### src/rtl/sre_pkg.sv
package sre_pkg;
  typedef struct packed {
    logic [7:0] xpos;
    logic [7:0] attr;
    logic [7:0] tile;
    logic [7:0] ypos;
  } sat_entry_t;

  typedef struct packed {
    logic [7:0] tile;
    logic [7:0] xpos;
    logic [4:0] attr;
    logic [3:0] row;
  } slot_rec_t;

  localparam int SLOT_W = $bits(slot_rec_t);

  function automatic logic [4:0] squeeze_attr(input logic [7:0] a);
    return {a[7], a[6], a[5], a[1], a[0]};
  endfunction
endpackage

### src/rtl/sre_sequencer.sv
module sre_sequencer #(
  parameter int NENT = 64,
  parameter int PACE = 4,
  localparam int AW = $clog2(NENT),
  localparam int PW = (PACE > 1) ? $clog2(PACE) : 1
) (
  input  logic          clk,
  input  logic          rst,
  input  logic          start,
  output logic [AW-1:0] idx,
  output logic          busy,
  output logic          done,
  output logic          eval_en
);
  logic [PW-1:0] phase;

  always_ff @(posedge clk) begin
    if (rst) begin
      idx   <= '0;
      phase <= '0;
      busy  <= 1'b0;
      done  <= 1'b0;
    end else begin
      done <= 1'b0;
      if (start) begin
        idx   <= '0;
        phase <= '0;
        busy  <= 1'b1;
      end else if (busy) begin
        if (phase == PW'(PACE - 1)) begin
          phase <= '0;
          if (idx == AW'(NENT - 1)) begin
            busy <= 1'b0;
            done <= 1'b1;
          end else begin
            idx <= idx + 1'b1;
          end
        end else begin
          phase <= phase + 1'b1;
        end
      end
    end
  end

  assign eval_en = busy && (phase == PW'(PACE - 1));

  assert_order_R1: assert property (@(posedge clk) disable iff (rst)
    (busy && $past(busy) && !$past(start)) |->
      (idx == $past(idx) || idx == $past(idx) + 1'b1));

  assert_done_R1: assert property (@(posedge clk) disable iff (rst)
    done |-> (!busy && $past(busy)));
endmodule

### src/rtl/sre_match.sv
module sre_match
  import sre_pkg::*;
(
  input  logic       tall,
  input  logic [7:0] line,
  input  sat_entry_t ent,
  output logic       hit,
  output slot_rec_t  rec
);
  logic [7:0] diff;
  logic [3:0] flip_mask;

  always_comb begin
    diff      = line - ent.ypos;
    hit       = tall ? (diff < 8'd16) : (diff < 8'd8);
    flip_mask = ent.attr[7] ? (tall ? 4'hF : 4'h7) : 4'h0;
    rec.tile  = ent.tile;
    rec.xpos  = ent.xpos;
    rec.attr  = squeeze_attr(ent.attr);
    rec.row   = (tall ? diff[3:0] : {1'b0, diff[2:0]}) ^ flip_mask;
  end
endmodule

### src/rtl/sre_store.sv
module sre_store
  import sre_pkg::*;
#(
  parameter int NSLOT = 8,
  localparam int CW = $clog2(NSLOT + 1)
) (
  input  logic                   clk,
  input  logic                   rst,
  input  logic                   clear,
  input  logic                   wr_en,
  input  slot_rec_t              din,
  input  logic                   ovf_clear,
  output logic [NSLOT*SLOT_W-1:0] flat,
  output logic [CW-1:0]          cnt,
  output logic                   ovf
);
  slot_rec_t slots [NSLOT];

  always_ff @(posedge clk) begin
    if (rst || clear) begin
      cnt <= '0;
      for (int i = 0; i < NSLOT; i++) slots[i] <= '0;
    end else if (wr_en && cnt < CW'(NSLOT)) begin
      slots[cnt[$clog2(NSLOT)-1:0]] <= din;
      cnt <= cnt + 1'b1;
    end
  end

  always_ff @(posedge clk) begin
    if (rst) ovf <= 1'b0;
    else if (wr_en && cnt == CW'(NSLOT)) ovf <= 1'b1;
    else if (ovf_clear) ovf <= 1'b0;
  end

  for (genvar k = 0; k < NSLOT; k++) begin : g_flat
    assign flat[k*SLOT_W +: SLOT_W] = slots[k];
  end

  assert_count_bound_R6: assert property (@(posedge clk) disable iff (rst)
    cnt <= CW'(NSLOT));
  assert_count_step_R6: assert property (@(posedge clk) disable iff (rst)
    (!$past(clear)) |-> (cnt == $past(cnt) || cnt == $past(cnt) + 1'b1));
  assert_ovf_set_R7: assert property (@(posedge clk) disable iff (rst)
    $rose(ovf) |-> ($past(cnt) == CW'(NSLOT)));
  assert_ovf_hold_R7: assert property (@(posedge clk) disable iff (rst)
    $fell(ovf) |-> $past(ovf_clear));
  assert_clear_R8: assert property (@(posedge clk) disable iff (rst)
    $past(clear) |-> (cnt == '0));
endmodule

### src/rtl/sprite_range_eval.sv
module sprite_range_eval
  import sre_pkg::*;
#(
  parameter int NENT  = 64,
  parameter int NSLOT = 8,
  parameter int PACE  = 4,
  localparam int AW = $clog2(NENT),
  localparam int CW = $clog2(NSLOT + 1)
) (
  input  logic               clk,
  input  logic               rst,
  input  logic               start,
  input  logic               ovf_clear,
  input  logic [7:0]         next_line,
  input  logic               tall_mode,
  output logic [AW-1:0]      tbl_addr,
  input  logic [31:0]        tbl_data,
  output logic               busy,
  output logic               done,
  output logic [NSLOT*8-1:0] slot_tile,
  output logic [NSLOT*8-1:0] slot_x,
  output logic [NSLOT*5-1:0] slot_attr,
  output logic [NSLOT*4-1:0] slot_row,
  output logic [CW-1:0]      hit_count,
  output logic               overflow
);
  logic       eval_en, hit;
  logic [7:0] line_q;
  logic       tall_q;
  slot_rec_t  rec;
  logic [NSLOT*SLOT_W-1:0] flat;

  always_ff @(posedge clk) begin
    if (rst) begin
      line_q <= '0;
      tall_q <= 1'b0;
    end else if (start) begin
      line_q <= next_line;
      tall_q <= tall_mode;
    end
  end

  sre_sequencer #(.NENT(NENT), .PACE(PACE)) u_seq (
    .clk(clk), .rst(rst), .start(start), .idx(tbl_addr),
    .busy(busy), .done(done), .eval_en(eval_en));

  sre_match u_match (
    .tall(tall_q), .line(line_q), .ent(sat_entry_t'(tbl_data)),
    .hit(hit), .rec(rec));

  sre_store #(.NSLOT(NSLOT)) u_store (
    .clk(clk), .rst(rst), .clear(start), .wr_en(eval_en && hit),
    .din(rec), .ovf_clear(ovf_clear), .flat(flat),
    .cnt(hit_count), .ovf(overflow));

  for (genvar k = 0; k < NSLOT; k++) begin : g_out
    slot_rec_t s;
    assign s = flat[k*SLOT_W +: SLOT_W];
    assign slot_tile[k*8 +: 8] = s.tile;
    assign slot_x[k*8 +: 8]    = s.xpos;
    assign slot_attr[k*5 +: 5] = s.attr;
    assign slot_row[k*4 +: 4]  = s.row;
  end

  assert_capture_R10: assert property (@(posedge clk) disable iff (rst)
    ($past(busy) && !$past(start)) |-> ($stable(line_q) && $stable(tall_q)));
endmodule

### config.mk
export PLATFORM = sky130hd
export DESIGN_NAME = sprite_range_eval
export DESIGN_NICKNAME = d
export VERILOG_FILES = /design/src/rtl/sre_pkg.sv /design/src/rtl/sre_sequencer.sv /design/src/rtl/sre_match.sv /design/src/rtl/sre_store.sv /design/src/rtl/sprite_range_eval.sv
export SDC_FILE = /design/constraint.sdc
export NUM_CORES = 1
export LEC_CHECK = 0
export ABC_AREA = 0
export BUFFER_PORTS_ARGS = -buffer_cell sky130_fd_sc_hd__clkbuf_2
export CAP_MARGIN = 20
export CORE_MARGIN = 2
export CORE_UTILIZATION = 40
export DETAILED_ROUTE_END_ITERATION = 6
export GPL_TIMING_DRIVEN = 1
export PLACE_DENSITY = 0.65
export SYNTH_ARGS = -nofsm -noshare
export SYNTH_HDL_FRONTEND = slang
export SYNTH_HIERARCHICAL = 1
export SYNTH_SLANG_ARGS = --single-unit
### constraint.sdc
create_clock -name clk -period 6.07 [get_ports clk]
set_input_delay 0.3035 -clock clk [delete_from_list [all_inputs] [get_ports clk]]
set_output_delay 0.3035 -clock clk [all_outputs]
set_load 0.03 [all_outputs]
==> results of run 1 <==
==> cells in the mapped netlist (6+ instances only) <==
| master | count |
|---|---|
| and2_1 | 201 |
| nand2b_1 | 11 |
| buf_4 | 21 |
| clkbuf_1 | 6 |
| dfxtp_1 | 24 |
| a21oi_1 | 7 |
| mux2i_1 | 14 |
| buf_6 | 12 |
| nand2_1 | 8 |
| edfxtp_1 | 200 |
| ha_1 | 12 |
| xnor2_1 | 7 |
| inv_1 | 15 |
| nor2_1 | 15 |
==> cell families (layout without fill, tap and decap cells) <==
family	Yosys count	count (layout)	share of synthesized area
AND/OR/NAND/NOR	269	269	0.188
flip-flops	224	224	0.707
buffers and inverters	61	325	0.0441
AO/OA/AOI/OAI	22	22	0.0151
adder cells (fa/ha/maj)	14	14	0.0198
multiplexers	14	14	0.0153
XOR/XNOR	11	11	0.0105
==> sequential cells by signal, summed over array words and instances, names as in the netlist <==
register,cells
u_store/cnt,4
u_seq/busy,1
u_seq/idx,6
u_seq/phase,2
u_store/slots,200
u_store/ovf,1
tall_q,1
line_q,8
u_seq/done,1
==> stage by stage <==
step / setup WS (ns) / utilization / std cells
finish: 1.87 / 0.501 / 1164
floorplan: 1.58 / - / 615
global placement: 1.79 / 0.467 / 1120
CTS: 1.81 / 0.501 / 1164
global route: 1.54 / 0.501 / 1164
detailed placement: 1.74 / 0.467 / 1120
==> worst min-delay path, stage by stage <==
cell	delay [ns]
clkbuf_2	0.08
mux2i_1	0.05
nor2_1	0.07
==> path summary, 6_finish.rpt <==
| path | start | to | cells past startpoint |
|---|---|---|---|
| worst max-delay path | line_q[2] | u_store/slots[1][15] | 12 |
| worst max register to register | line_q[2] | u_store/slots[1][15] | 12 |
| worst min-delay path | next_line[7] | line_q[7] | 3 |
| worst min register to register | u_store/ovf | u_store/ovf | 2 |
==> final cells by class <==
type / count / area, um2
well taps: 285 / 357
repair buffers: 265 / 1350
multi-input cells: 330 / 2290
clock buffers: 33 / 634
fillers: 1997 / 11300
flip-flops and latches: 224 / 6490
clock inverters: 11 / 115
inverters: 16 / 60.1
==> layer usage <==
layer | up-vias | GRT usage | wire, um
met2 | 185 | 0.313 | 10900
met3 | 29 | 0.0476 | 1450
met1 | 2659 | 0.237 | 9580
li1 | 2612 | - | -
met5 | - | 0 | 0
met4 | 0 | 0.0524 | 501
==> power breakdown <==
part           switching, mW  internal (mW)  total, mW
sequential            0.0217           1.74       1.76
combinational          0.253         0.0785      0.331
clock                  0.579          0.818       1.40
total                  0.854           2.64       3.49
==> out/metrics.yaml, run 1 <==
gp_congestion: 0.800
rsz0062_at_grt: "false"
ctsResizeCount: 0
first_iter_violations: 264
io_pins: 258
syn_to_final_growth_pct: 23.3
layout_commonest_cell: "clkbuf_2"
fin_tns_setup_ns: 0
cp_slowest_cell: "or4b_1"
cts_tree: "yes"
ys_async_sr_fraction: 0
crit_family: "simple AND/OR/NAND/NOR gates"
dr.pass1.iters: 4
die_w_um: 155
period_share: 0.692
critPathRequiredTime_ns: 6.26
fin_nets: 919
final_cell_mix: "clkbuf_2 (254), and2_1 (201), edfxtp_1 (200), clkbuf_16 (24), dfxtp_1 (24)"
hold_viol_final: 0
yosys.area.top_type: "edfxtp_1"
tightest_slew_ns: 1.03
cap_viol_max_count: 0
cellPowerDensity_mw_per_mm2: 309
path_cells: "ha_1 > a21oi_2 > nand2_2 > maj3_2 > o21ai_1 > and4_1 > and2_1 > or4b_1 > nor4_4 > buf_4 > nand2b_1 > buf_4"
dr_total_vias: 5485
synth_area_mm2: 0.00917
cts_buffers: 24
die_h_um: 155
r2r_setup_slack_ns: 1.87
ys.flop_type: "edfxtp_1"
ir_drop_mv: 0.175
vias_per_cell: 4.71
grt_max_degree: 27
drive_gt1_frac: 0.357
drv_slew: 0
postCtsSetupBuffers: 0
cts_root_buf: "clkbuf_16"
num_rows: 55
io_buffers: 254
dp_hpwl_mm: 15.0
grt_pass1_vias: 5465
htreeDepth: 1
synthCells: 615
finalCriticalPeriod_ns: 4.20
clock_path_buffers: 3
synth-seq-area-share: 0.707
cp-start-kind: "flip-flop"
synth_edf_count: 200
status: "finished clean"
netlist.area_leader.share: 0.655
ys_ff_latch: 224
grt_overflow: 0
holdWs_ns: 0.0384
slew_headroom: 0.312
cts_hold_repair.buffers: 0
drc: 0
avgSynthCellArea_um2: 14.9
fmax_ghz: 0.238
dpl-instance-area_mm2: 0.0106
clock_skew_ns: 0.0135
crit_path_max_fanout: 26
synth_nets: 673
worstSetupPathType: "reg -> reg"
synth_area_leaders: "edfxtp_1 (66%), and2_1 (14%), dfxtp_1 (5.2%)"
leakage_nw: 4.96
cts.sinks: 224
finalInstanceArea_mm2: 0.0113
antenna_found_initial: 0
hold_class: "in -> reg"
n_antenna_cell: 0
clk_latency_ns: 0.51
start_util: 0.406
wl_mm: 22.4
clk_pin_slew_ns: 0.06
yosys_warnings: 6
grt_pass1_wl_mm: 33.6
core_area_mm2: 0.0226
drt.antenna.violating_nets: 0
crit_top_cell: "buf_4"
endpoint_kind: "flip-flop"
die_area_mm2: 0.0241
wl_per_cell_um: 19.3
track_usage: 0.185
cpPeakStageDelay_ns: 0.76
p_total_mw: 3.49
crit_buf_inv: 2
arrival_ns: 4.39
finalSetupViolations: 0
synth_cell_type_count: 49
(Power assumes the default switching activity.)
==> run 2, diff against run 1 <==
--- a/config.mk
+++ b/config.mk
@@ -5,14 +5,14 @@
 export SDC_FILE = /design/constraint.sdc
 export NUM_CORES = 1
 export LEC_CHECK = 0
-export ABC_AREA = 0
+export ABC_AREA = 1
 export BUFFER_PORTS_ARGS = -buffer_cell sky130_fd_sc_hd__clkbuf_2
 export CAP_MARGIN = 20
 export CORE_MARGIN = 2
 export CORE_UTILIZATION = 40
 export DETAILED_ROUTE_END_ITERATION = 6
 export GPL_TIMING_DRIVEN = 1
-export PLACE_DENSITY = 0.65
+export PLACE_DENSITY = 0.67
 export SYNTH_ARGS = -nofsm -noshare
 export SYNTH_HDL_FRONTEND = slang
 export SYNTH_HIERARCHICAL = 1
==> constraint.sdc (replaced) <==
create_clock -name clk -period 3.5 [get_ports clk]
set_input_delay 0.175 -clock clk [delete_from_list [all_inputs] [get_ports clk]]
set_output_delay 0.175 -clock clk [all_outputs]
set_load 0.03 [all_outputs]
==> out/metrics.yaml, run 2 <==
synth_fa_ha_area_frac: 0.0188
synthMuxAreaShare: 0
finalCriticalPeriod_ns: 3.05
grt_pass1_wl_mm: 35.5
cts_buffers: 24
rsz0062_at_grt: "false"
vias_per_cell: 4.67
grt_pass1_vias: 6085
crit_path_max_fanout: 15
clk_latency_ns: 0.51
synth_area_mm2: 0.00907
synthTopCellsByCount: "edfxtp_1 (200), nor2_1 (187), nand2_1 (80)"
endpoint_kind: "flip-flop"
dr_wl_met2_mm: 11.5
synth_nets: 810
fin_nets: 1078
core_area_mm2: 0.0224
die_w_um: 155
place_ws_ns: 0.430
first_iter_violations: 364
highest_layer: "met4"
top_register: "u_store/slots"
avgSynthCellArea_um2: 12.1
period_share: 0.870
yosys.area.top_type: "edfxtp_1"
hold_class: "in -> reg"
final_cell_mix: "clkbuf_2 (254), edfxtp_1 (200), nor2_1 (187), nand2_1 (79), inv_1 (76)"
num_rows: 55
dr_wl_met3_mm: 1.65
cap_viol_max_count: 0
ys_async_sr_fraction: 0
track_usage: 0.195
wl_mm: 23.7
synth-simple-area-share: 0.175
antenna_found_initial: 0
io_buffers: 254
synthCells: 752
synth-xor-area-share: 0.00579
wl_per_cell_um: 17.9
dpl-instance-area_mm2: 0.0106
cpPeakStageDelay_ns: 0.40
critPathRequiredTime_ns: 3.68
finalInstanceArea_mm2: 0.0115
largest_register_ffs: 200
die_area_mm2: 0.0239
grt_overflow: 0
hold_viol_final: 0
drv_slew: 0
finalNonFillerCells: 1322
drc: 0
start_util: 0.404
fmax_ghz: 0.328
ir_drop_mv: 0.293
clk_pin_slew_ns: 0.06
cts.sinks: 224
clock_skew_ns: 0.0134
reg_top3: "u_store/slots x200, line_q x8, u_seq/idx x6"
leakage_nw: 5.41
synth_edf_count: 200
dp_hpwl_mm: 15.5
p_total_mw: 6.24
drive_gt1_frac: 0.338
arrival_ns: 3.23
netlist.area_leader.share: 0.662
io_pins: 258
synth_top_family_by_area: "simple AND/OR/NAND/NOR gates"
yosys_warnings: 6
gp_congestion: 0.764
status: "finished clean"
clock_path_buffers: 3
synth_cell_type_count: 31
tightest_slew_ns: 1.05
path_cells: "inv_1 > ha_1 > fa_1 > inv_1 > nand2_1 > nand2_1 > nand3_1 > nand3_1 > nand2_1 > inv_2 > nand2_1 > nor2_1 > nand2_1 > inv_1 > nand2_2 > nor2_8 > nand2_4 > nand2_1 > buf_4"
dp.cells: 1267
cellPowerDensity_mw_per_mm2: 543
ctsResizeCount: 0
grt_max_degree: 51
drt.antenna.violating_nets: 0
finalSetupViolations: 0
layout_commonest_cell: "clkbuf_2"
synth_most_common_cell: "edfxtp_1"
n_antenna_cell: 0
crit_top_cell: "nand2_1"
synth_compound_gate_area_share: 0.0102
ys.flop_type: "edfxtp_1"
worstSetupPathType: "reg -> reg"
ys_ff_latch: 224
slew_headroom: 0.295
syn_to_final_growth_pct: 26.8
cts_root_buf: "clkbuf_16"
cts_tree: "yes"
fin_ws_ns: 0.454
dr.pass1.iters: 5
cp_slowest_cell: "fa_1"
synth-seq-area-share: 0.715
wl_met1_mm: 10.0
cp-start-kind: "flip-flop"
synth_area_leaders: "edfxtp_1 (66%), nor2_1 (7.7%), dfxtp_1 (5.3%)"
dr_total_vias: 6170
htreeDepth: 1
die_h_um: 155
==> run 2: critical path, delay by kind of cell (launching register included) <==
family | cells | cell delay [ns]
simple gates | 12 | 1.21
fa+ha+maj | 2 | 0.60
buf+inv | 5 | 0.58
flops | 1 | 0.32
==> run 2: logic make-up after synthesis <==
| logic type | after synthesis |
|---|---|
| and+or+nand+nor | 365 |
| DFF | 224 |
| buffers and inverters | 128 |
| AOI/OAI and AO/OA | 16 |
| adders and majority gates | 13 |
| xor gates and xnor gates | 6 |
==> run 2: area by class of cell <==
class / count / area, um2
fill: 1971 / 10900
sequential: 224 / 6490
multi-input combinational: 400 / 1930
timing repair buffer: 288 / 1610
clock buffer: 27 / 633
tap: 285 / 357
inverter: 82 / 308
clock inverter: 16 / 175
==> run 2: timing repair <==
item / 4_1_cts / 5_1_grt
endpoints found under the hold margin: 11 / 0
hold buffers: 12 / 0
setup buffers: 0 / 0
==> run 2: power by group <==
part / switching (mW) / internal [mW] / total [mW]
clock network: 1.01 / 1.59 / 2.60
registers: 0.0364 / 3.00 / 3.04
logic: 0.451 / 0.152 / 0.603
==> run 2: final timing paths <==
check / start / endpoint / depth (start not counted) / slack, ns
setup reg to reg: line_q[0] / u_store/slots[7][9] / 19 / 0.45
hold / removal: tbl_data[24] / u_store/slots[4][9] / 3 / 0.09
hold reg to reg: u_seq/phase[1] / u_seq/phase[1] / 2 / 0.47
setup / recovery: line_q[0] / u_store/slots[7][9] / 19 / 0.45
==> run 2: layer usage <==
metal / global-route usage / vias to the layer above
met5: 0 / -
met4: 0.0569 / 0
met3: 0.0437 / 30
met2: 0.338 / 244
met1: 0.246 / 2893
li1: - / 3003
==> run 2: metrics by stage <==
step,util,hold slack (ns),setup TNS (ns)
2_1_floorplan,-,0.244,-28.00
3_3_place_gp,0.471,0.429,0
3_5_place_dp,0.471,0.440,0
4_1_cts,0.513,0.0677,0
5_1_grt,0.513,0.101,0
6_report,0.513,0.0912,0
==> run 3, diff against run 2 <==
--- a/config.mk
+++ b/config.mk
@@ -8,11 +8,13 @@
 export ABC_AREA = 1
 export BUFFER_PORTS_ARGS = -buffer_cell sky130_fd_sc_hd__clkbuf_2
 export CAP_MARGIN = 20
+export CELL_PAD_IN_SITES_DETAIL_PLACEMENT = 2
+export CELL_PAD_IN_SITES_GLOBAL_PLACEMENT = 2
 export CORE_MARGIN = 2
-export CORE_UTILIZATION = 40
+export CORE_UTILIZATION = 30
 export DETAILED_ROUTE_END_ITERATION = 6
 export GPL_TIMING_DRIVEN = 1
-export PLACE_DENSITY = 0.67
+export PLACE_DENSITY = 0.77
 export SYNTH_ARGS = -nofsm -noshare
 export SYNTH_HDL_FRONTEND = slang
 export SYNTH_HIERARCHICAL = 1
==> out/metrics.yaml, run 3 (same netlist as run 2, synthesis figures left out) <==
p_int_mw: 4.69
drive_gt1_frac: 0.335
syn_to_final_growth_pct: 28.3
leakage_nw: 5.40
dp_hpwl_mm: 21.5
endpoint_kind: "flip-flop"
cts_root_buf: "clkbuf_16"
dr_wl_met3_mm: 1.98
htreeDepth: 1
wl_mm: 30.8
antenna_found_initial: 1
core_area_mm2: 0.0297
io_buffers: 254
drc: 0
dr.pass1.iters: 4
fillCellCount: 3185
vias_per_cell: 4.59
reg_top3: "u_store/slots x200, line_q x8, u_seq/idx x6"
cp_slowest_cell: "fa_1"
tightest_slew_ns: 0.703
wl_per_cell_um: 21.6
fin_nets: 1078
num_rows: 63
period_share: 0.914
wl_met1_mm: 11.9
layout_commonest_cell: "clkbuf_2"
ctsResizeCount: 0
status: "finished clean"
first_iter_violations: 365
cts_hold_repair.buffers: 12
clkPwrFrac: 0.415
track_usage: 0.193
seq_power_share: 0.485
slew_headroom: 0.530
dr_wl_met2_mm: 16.2
fmax_ghz: 0.313
hold_class: "in -> reg"
hold_viol_final: 0
cellPowerDensity_mw_per_mm2: 540
top_register: "u_store/slots"
cap_viol_max_count: 0
start_util: 0.305
die_h_um: 178
clock_path_buffers: 3
cp-start-kind: "flip-flop"
io_pins: 258
crit_path_max_fanout: 25
worstSetupPathType: "reg -> reg"
ir_drop_mv: 0.289
highest_layer: "met5"
critPathRequiredTime_ns: 3.84
dp.cells: 1371
cts_buffers: 25
cts.sinks: 224
largest_register_ffs: 200
p_total_mw: 6.28
drv_slew: 0
finalSetupViolations: 0
n_antenna_cell: 0
die_area_mm2: 0.0316
clk_latency_ns: 0.54
grt_pass1_wl_mm: 45.0
grt_overflow: 0
postCtsSetupBuffers: 0
pwr-share-comb: 0.100
p_sw_mw: 1.59
cpPeakStageDelay_ns: 0.40
gp_congestion: 0.738
grt_pass1_vias: 7091
p_sw_frac: 0.252
path_cells: "inv_1 > ha_1 > fa_1 > inv_1 > nand2_1 > nand2_1 > nand3_1 > nand3_1 > nand2_1 > inv_2 > nand2_1 > nor2_1 > nand2_1 > inv_1 > nand2_2 > nor2_8 > nand2_4 > buf_4 > nor2_1"
crit_top_cell: "nand2_1"
final_cell_mix: "clkbuf_2 (254), edfxtp_1 (200), nor2_1 (187), nand2_1 (79), inv_1 (76)"
finalCriticalPeriod_ns: 3.20
cts_tree: "yes"
dr_total_vias: 6550
rsz0062_at_grt: "false"
grt_max_degree: 51
drt.antenna.violating_nets: 0
clk_pin_slew_ns: 0.06
arrival_ns: 3.53
clock_skew_ns: 0.0189
die_w_um: 178
finalNonFillerCells: 1428
==> run 3: area by class of cell <==
| type | instances | area, um2 | share of cell area |
|---|---|---|---|
| repair buffers | 287 | 1610 | 0.139 |
| clock inverters | 17 | 174 | 0.0149 |
| well taps | 390 | 488 | 0.0419 |
| multi-input cells | 400 | 1930 | 0.166 |
| inverters | 82 | 308 | 0.0265 |
| flip-flops and latches | 224 | 6490 | 0.558 |
| clock buffers | 28 | 637 | 0.0547 |
==> run 3: path summary, 6_finish.rpt <==
check	to	cells after the start	slack, ns	start
worst max-delay path	u_store/slots[6][9]	19	0.30	line_q[0]
worst min-delay path	u_store/slots[4][9]	3	0.08	tbl_data[24]
worst max register to register	u_store/slots[6][9]	19	0.30	line_q[0]
worst min register to register	u_seq/phase[1]	2	0.47	u_seq/phase[1]
==> run 3: routing by layer <==
metal / up-vias / global-route usage
met5: - / 0
met4: 2 / 0.0499
met3: 42 / 0.0446
met2: 214 / 0.357
met1: 3293 / 0.223
li1: 2999 / -
==> run 3: critical path: cells and delay by family, from the launching register on <==
family / cells / cell delay [ns]
adders and majority gates: 2 / 0.61
DFF: 1 / 0.33
buffers and inverters: 5 / 0.59
and+or+nand+nor: 12 / 1.47
==> run 3: stage by stage <==
| step | setup slack (ns) | TNS (ns) | util | instance area [um2] | hold slack (ns) |
|---|---|---|---|---|---|
| after CTS | 0.214 | 0 | 0.391 | 11600 | 0.0632 |
| after global placement | 0.372 | 0 | 0.360 | 10700 | 0.431 |
| after global routing | 0.0317 | 0 | 0.391 | 11600 | 0.0930 |
| after floorplan | -0.560 | -28.00 | - | 9070 | 0.244 |
| final | 0.300 | 0 | 0.391 | 11600 | 0.0814 |
| after detailed placement | 0.279 | 0 | 0.360 | 10700 | 0.450 |
==> run 3: power by group through the flow <==
stage | combinational, mW | sequential (mW) | clock, mW
global route | 0.679 | 3.06 | 2.77
CTS | 0.640 | 3.05 | 2.67
detailed placement | 0.627 | 3.11 | 0
floorplan | 0.190 | 3.30 | 0
finish | 0.628 | 3.05 | 2.60
global placement | 0.612 | 3.10 | 0
